$ cat src/rtl/irq_prio_pkg.sv
package irq_prio_pkg;
  localparam int unsigned NSRC  = 5;
  localparam int unsigned SRC_W = $clog2(NSRC);

  typedef enum logic [SRC_W-1:0] {
    SRC_EMG  = 3'd0,
    SRC_RHI  = 3'd1,
    SRC_RMID = 3'd2,
    SRC_RLO  = 3'd3,
    SRC_GEN  = 3'd4
  } src_e;
endpackage

$ cat src/rtl/irq_edge_latch.sv
module irq_edge_latch #(
  parameter bit LEVEL_QUAL = 1'b0
) (
  input  logic clk,
  input  logic rst,
  input  logic din,
  input  logic clr,
  output logic pend
);
  logic prev_q;
  logic lat_q;
  logic rise;

  assign rise = din & ~prev_q;

  always_ff @(posedge clk) begin
    if (rst) begin
      prev_q <= 1'b0;
      lat_q  <= 1'b0;
    end else begin
      prev_q <= din;
      if (clr)
        lat_q <= 1'b0;
      else if (rise)
        lat_q <= 1'b1;
      else if (LEVEL_QUAL && !din)
        lat_q <= 1'b0;
    end
  end

  generate
    if (LEVEL_QUAL) begin : g_qual
      assign pend = lat_q & din;
    end else begin : g_plain
      assign pend = lat_q;
    end
  endgenerate

  // an edge with no clear in the same cycle leaves the latch armed
  a_r4_edge_arms: assert property (@(posedge clk) disable iff (rst)
    (din && !prev_q && !clr) |=> lat_q);
endmodule

$ cat src/rtl/irq_pick.sv
module irq_pick #(
  parameter int unsigned N  = 5,
  localparam int unsigned IW = (N > 1) ? $clog2(N) : 1
) (
  input  logic [N-1:0]  req,
  output logic [N-1:0]  gnt,
  output logic [IW-1:0] idx,
  output logic          any
);
  always_comb begin
    gnt = '0;
    idx = '0;
    for (int i = N - 1; i >= 0; i--) begin
      if (req[i]) begin
        gnt = '0;
        gnt[i] = 1'b1;
        idx = IW'(i);
      end
    end
    any = |req;
  end

  // at most one winner, and only a requesting source wins
  always_comb begin
    a_r2_onehot: assert ($onehot0(gnt));
    a_r2_subset: assert ((gnt & ~req) == '0);
  end
endmodule

$ cat src/rtl/irq_prio_ctrl.sv
module irq_prio_ctrl
  import irq_prio_pkg::*;
#(
  parameter int unsigned  VEC_W    = 16,
  parameter logic [15:0]  VEC_EMG  = 16'h0024,
  parameter logic [15:0]  VEC_RHI  = 16'h003C,
  parameter logic [15:0]  VEC_RMID = 16'h0034,
  parameter logic [15:0]  VEC_RLO  = 16'h002C,
  parameter int unsigned  NMASK    = 3
) (
  input  logic             clk,
  input  logic             rst,
  input  logic             emg_in,
  input  logic             rhi_in,
  input  logic             rmid_in,
  input  logic             rlo_in,
  input  logic             gen_in,
  input  logic             cfg_mask_we,
  input  logic [NMASK-1:0] cfg_mask,
  input  logic             cfg_ie_we,
  input  logic             cfg_ie,
  input  logic             cfg_hi_clr,
  input  logic             irq_ack,
  output logic             irq_out,
  output logic [VEC_W-1:0] irq_vec,
  output logic             irq_ext
);
  localparam int unsigned M_HI  = NMASK - 1;
  localparam int unsigned M_MID = NMASK - 2;
  localparam int unsigned M_LO  = NMASK - 3;

  logic             ie_q;
  logic [NMASK-1:0] mask_q;
  logic             busy_q;
  src_e             sel_q;
  logic [VEC_W-1:0] vec_q;
  logic             ext_q;

  logic             emg_pend, hi_pend;
  logic             emg_clr, hi_clr;
  logic [NSRC-1:0]  elig, gnt;
  logic [SRC_W-1:0] win_idx;
  logic             win_any;
  logic             accept, done;

  assign accept = !busy_q && win_any;
  assign done   = busy_q && irq_ack;

  assign emg_clr = done && (sel_q == SRC_EMG);
  assign hi_clr  = cfg_hi_clr || (done && (sel_q == SRC_RHI));

  irq_edge_latch #(.LEVEL_QUAL(1'b1)) u_emg (
    .clk(clk), .rst(rst), .din(emg_in), .clr(emg_clr), .pend(emg_pend)
  );

  irq_edge_latch #(.LEVEL_QUAL(1'b0)) u_rhi (
    .clk(clk), .rst(rst), .din(rhi_in), .clr(hi_clr), .pend(hi_pend)
  );

  always_comb begin
    elig           = '0;
    elig[SRC_EMG]  = emg_pend;
    elig[SRC_RHI]  = hi_pend && !mask_q[M_HI] && ie_q;
    elig[SRC_RMID] = rmid_in && !mask_q[M_MID] && ie_q;
    elig[SRC_RLO]  = rlo_in && !mask_q[M_LO] && ie_q;
    elig[SRC_GEN]  = gen_in && ie_q;
  end

  irq_pick #(.N(NSRC)) u_pick (
    .req(elig), .gnt(gnt), .idx(win_idx), .any(win_any)
  );

  function automatic logic [VEC_W-1:0] vec_of(input logic [SRC_W-1:0] s);
    case (s)
      SRC_EMG:  vec_of = VEC_W'(VEC_EMG);
      SRC_RHI:  vec_of = VEC_W'(VEC_RHI);
      SRC_RMID: vec_of = VEC_W'(VEC_RMID);
      SRC_RLO:  vec_of = VEC_W'(VEC_RLO);
      default:  vec_of = '0;
    endcase
  endfunction

  always_ff @(posedge clk) begin
    if (rst) begin
      ie_q   <= 1'b0;
      mask_q <= '1;
      busy_q <= 1'b0;
      sel_q  <= SRC_EMG;
      vec_q  <= '0;
      ext_q  <= 1'b0;
    end else begin
      if (cfg_mask_we)
        mask_q <= cfg_mask;
      if (accept)
        ie_q <= 1'b0;
      else if (cfg_ie_we)
        ie_q <= cfg_ie;
      if (accept) begin
        busy_q <= 1'b1;
        sel_q  <= src_e'(win_idx);
        vec_q  <= vec_of(win_idx);
        ext_q  <= (win_idx == SRC_GEN);
      end else if (done) begin
        busy_q <= 1'b0;
        vec_q  <= '0;
        ext_q  <= 1'b0;
      end
    end
  end

  assign irq_out = busy_q;
  assign irq_vec = vec_q;
  assign irq_ext = ext_q;

  // the presented request holds until acknowledged
  a_r7_hold: assert property (@(posedge clk) disable iff (rst)
    (irq_out && !irq_ack) |=> (irq_out && $stable(irq_vec) && $stable(irq_ext)));
  // acknowledge drops the request at the next edge
  a_r7_ack_drop: assert property (@(posedge clk) disable iff (rst)
    (irq_out && irq_ack) |=> !irq_out);
  // acceptance leaves the global enable cleared
  a_r6_ie_clear: assert property (@(posedge clk) disable iff (rst)
    $rose(irq_out) |-> !ie_q);
  // the external-vector flag only accompanies a live request
  a_r2_ext_live: assert property (@(posedge clk) disable iff (rst)
    irq_ext |-> (irq_out && irq_vec == '0));
  // a high-restart vector appears only if it was unmasked and enabled
  a_r5_hi_gate: assert property (@(posedge clk) disable iff (rst)
    ($rose(irq_out) && irq_vec == VEC_W'(VEC_RHI)) |->
      (!$past(mask_q[M_HI]) && $past(ie_q)));
endmodule

$ cat config.mk
export PLATFORM = sky130hd
export DESIGN_NAME = irq_prio_ctrl
export DESIGN_NICKNAME = d
export VERILOG_FILES = /design/src/rtl/irq_prio_pkg.sv /design/src/rtl/irq_edge_latch.sv /design/src/rtl/irq_pick.sv /design/src/rtl/irq_prio_ctrl.sv
export SDC_FILE = /design/constraint.sdc
export NUM_CORES = 1
export LEC_CHECK = 0
export BUFFER_PORTS_ARGS = -buffer_cell sky130_fd_sc_hd__buf_2
export CAP_MARGIN = 10
export CORE_AREA = 2 2 48 50
export CTS_CLUSTER_DIAMETER = 80
export DETAILED_ROUTE_END_ITERATION = 7
export DIE_AREA = 0 0 50 52
export PLACE_DENSITY = 0.71
export RECOVER_POWER = 25
export SLEW_MARGIN = 10
export SYNTH_ARGS = -nofsm -noshare
export SYNTH_HDL_FRONTEND = slang
export SYNTH_SLANG_ARGS = --single-unit
$ cat constraint.sdc
create_clock -name clk -period 1.6 [get_ports clk]
set_clock_uncertainty 0.05 [all_clocks]
set_input_delay 0.16 -clock clk [delete_from_list [all_inputs] [get_ports clk]]
set_output_delay 0.16 -clock clk [all_outputs]
set_load 0.005 [all_outputs]
==> flow_summary.json <==
{
  "start_kind": "register",
  "postCtsSetupRepairBufs": 0,
  "max_slew.worst_pin.slew_ns": 0.706,
  "syn_inst": 92,
  "fmaxAchievable_mhz": 752,
  "drtPass1Iterations": 4,
  "cts-root-to-sink-buffers": 2,
  "total_switching_power_uw": 208,
  "layout_commonest_cell": "sky130_fd_sc_hd__buf_2",
  "timing_max_transition_violations_final": 0,
  "cts_tree": "built",
  "cp.required_ns": 1.69,
  "die_h_um": 52,
  "vdd_ir_drop_max_uv": 571,
  "placement_rows": 17,
  "placement.cell_area_um2": 891,
  "layout.cells.non_filler": 142,
  "cellInternalPower_uw": 616,
  "power.total_uw": 824,
  "grt_usage_pct": 13.5,
  "setup-violations-final": 0,
  "htree_num_levels": 1,
  "rrSetupSlack_ns": 0.27,
  "largest_net_degree_at_the_start_of_global_routing": 17,
  "groute.layer.met2.usage_pct": 20.2,
  "grt_setup_unrepaired": "false",
  "core_area_um2": 2110,
  "max_slew_margin_pct": 52.9,
  "drtIter0Drc": 14,
  "run_status": "finished, final reports clean",
  "worst_hold_path_type": "input port to register",
  "antenna_violating_nets_post_route": 0,
  "routed_wirelength_um": 1550,
  "place_worst_setup_slack_ns": 0.327,
  "switching_share_pct": 25.3,
  "drive_above_1_share_pct": 25.4,
  "layout_common_cells": "sky130_fd_sc_hd__buf_2, sky130_fd_sc_hd__dfxtp_1, sky130_fd_sc_hd__conb_1",
  "synthFlopType": "sky130_fd_sc_hd__dfxtp_1",
  "worstPathArrival_ns": 1.42,
  "ys.warnings.count": 0,
  "cts_repair_resized_insts": 0,
  "synth_enable_flop_cells": 0,
  "routed-via-count": 691,
  "cellLeakagePower_uw": 0.000432,
  "timing.reg2reg.worst_path_depth": 4,
  "global_route.overflow_total": 0,
  "final_period_util_pct": 83.1,
  "clock_latency_ns": 0.28,
  "critPathSlowestCell": "sky130_fd_sc_hd__a2111o_1",
  "area_growth_pct": 15.1,
  "design.final.nets": 130,
  "first_global_vias": 606,
  "die_width_um": 50,
  "place.gp.congestion": 0.868,
  "timing.setup.tns_ns": 0,
  "avgViaCountPerCell": 4.87,
  "fillerInstances": 208,
  "crit_path_capture_type": "register",
  "share_comb_of_total_power_pct": 15.2,
  "worst-path-buf-inv": 0,
  "cts.clk_slew.worst_paths_ns": 0.09,
  "yosys.cell_types.count": 30,
  "cts_made_buffers": 3,
  "antenna_cells_inserted": 0,
  "avgSynthCellArea_um2": 8.94,
  "clock_sink_count": 16,
  "crit_path_max_incr_delay_ns": 0.44,
  "synth_area_um2": 822,
  "portBuffers": 20,
  "grt_first_pass_wirelength_um": 2660,
  "grt-busiest-layer": "met2",
  "final_cell_area_um2": 946,
  "grt.met3_usage_pct": 3.45,
  "hpwlAfterDp_um": 1170,
  "hold_violations_final": 0,
  "cp-startpoint": "u_rhi.pend",
  "timing.hold.worst.start": "cfg_mask[1]",
  "initial_utilization_pct": 39.0,
  "io-pin-count": 33,
  "async_reset_ff_share_pct": 0,
  "r2r_end": "irq_vec[2]",
  "finalWorstSetupSlack_ns": 0.270,
  "drc": 0,
  "power.share.sequential_pct": 53.4,
  "power_density_nw_per_um2": 871,
  "timing_worst_setup_path_type": "register to register",
  "routedWlPerCell_um": 10.9,
  "design.die.area_um2": 2600,
  "synthesis_stage_register_bit_count": 16,
  "gr-usage-met1_pct": 17.7,
  "yosysSeqAreaShare_pct": 39.0,
  "min_delay_path_depth": 2,
  "post-place-cells": 136,
  "critical_path.top_delay_family": "compound AO/OA/AOI/OAI gates",
  "maxCapViolCount": 0,
  "min_to": "mask_q[1]",
  "antenna_found_initial": 0,
  "clockRootBuffer": "sky130_fd_sc_hd__clkbuf_4",
  "timing.final.crit_period_ns": 1.33,
  "critical_path.reg2reg.startpoint": "u_rhi.pend",
  "worstPathMaxFanout": 6,
  "clockPowerShare_pct": 31.4,
  "worstPathCellList": "nor2b_4, a2111o_1, a21oi_1, a211oi_1"
}
==> final cells by class <==
class | count | area [um2] | share of cell area (%)
Multi-Input combinational cell | 68 | 420 | 44.4
Sequential cell | 16 | 320 | 33.9
Timing Repair Buffer | 22 | 119 | 12.6
Clock buffer | 4 | 36.3 | 3.84
Tap cell | 28 | 35.0 | 3.70
Inverter | 4 | 15.0 | 1.59
==> logic make-up after synthesis <==
kind of cell	after synthesis	synth area share (%)
AO/OA/AOI/OAI	35	30.1
buffers and inverters	19	14.9
flip-flops	16	39.0
multiplexers	1	1.22
other	1	0.456
AND/OR/NAND/NOR	20	14.3
==> per-layer routing <==
layer  part of all wire [%]  vias to the layer above
met5                      0                        -
met4                    1.5                        0
met3                    6.0                        4
met2                     48                       31
met1                     45                      308
li1                       -                      348
==> worst max-delay path by stage <==
| stage | slack (ns) | cells past startpoint | to |
|---|---|---|---|
| 2_1_floorplan | 0.39 | 4 | irq_vec[2] |
| 3_3_place_gp | 0.32 | 4 | irq_vec[2] |
| 3_5_place_dp | 0.33 | 4 | sel_q[0] |
| 4_1_cts | 0.30 | 4 | irq_vec[2] |
| 5_1_grt | 0.13 | 4 | irq_vec[2] |
| 6_report | 0.27 | 4 | irq_vec[2] |
==> power groups by stage <==
stage               combinational [uW]  sequential (uW)  clock [uW]
finish                             125              440         259
global route                       142              444         299
CTS                                123              440         269
detailed placement                 121              449           0
global placement                   119              449           0
floorplan                          106              443           0
==> metrics by stage <==
| step | hold slack, ns | utilization (%) |
|---|---|---|
| global placement | 0.278 | 42.3 |
| finish | 0.0270 | 44.9 |
| detailed placement | 0.305 | 42.3 |
| CTS | 0.0179 | 44.5 |
| floorplan | 0.182 | - |
| global route | 0.00947 | 44.9 |
==> cells in the mapped netlist, types with 2 or more instances <==
master | number | area [um2]
sky130_fd_sc_hd__o31ai_1 | 2 | 15.0
sky130_fd_sc_hd__nand2_1 | 2 | 7.51
sky130_fd_sc_hd__dfxtp_1 | 16 | 320
sky130_fd_sc_hd__buf_4 | 13 | 97.6
sky130_fd_sc_hd__nor3_1 | 2 | 10.0
sky130_fd_sc_hd__a211o_1 | 3 | 26.3
sky130_fd_sc_hd__nor2b_2 | 2 | 17.5
sky130_fd_sc_hd__o21ai_0 | 4 | 20.0
sky130_fd_sc_hd__a21oi_2 | 2 | 17.5
sky130_fd_sc_hd__nor2b_1 | 7 | 43.8
sky130_fd_sc_hd__a21oi_1 | 11 | 55.1
sky130_fd_sc_hd__buf_2 | 2 | 10.0
sky130_fd_sc_hd__inv_1 | 4 | 15.0
sky130_fd_sc_hd__nor2_1 | 5 | 18.8
sky130_fd_sc_hd__a211oi_1 | 2 | 15.0
==> worst register-to-register path, cell delays in order (launching register included) <==
cell and delay, ns:
sky130_fd_sc_hd__dfxtp_1 0.32, sky130_fd_sc_hd__nor2b_4 0.15, sky130_fd_sc_hd__a2111o_1 0.44, sky130_fd_sc_hd__a21oi_1 0.15, sky130_fd_sc_hd__a211oi_1 0.08
==> what timing repair did <==
action / CTS / global route
hold buffers: 1 / 1
hold endpoints to repair: 1 / 1
setup endpoints to repair: 0 / 0
==> flip-flops by register name, summed over array words and instances (netlist names) <==
name          count
irq_ext           1
irq_vec           3
ie_q              1
sel_q             3
irq_out           1
u_emg.lat_q       1
u_rhi.pend        1
mask_q            3
u_emg.prev_q      1
u_rhi.prev_q      1
Power figures use the tool's default switching activity.
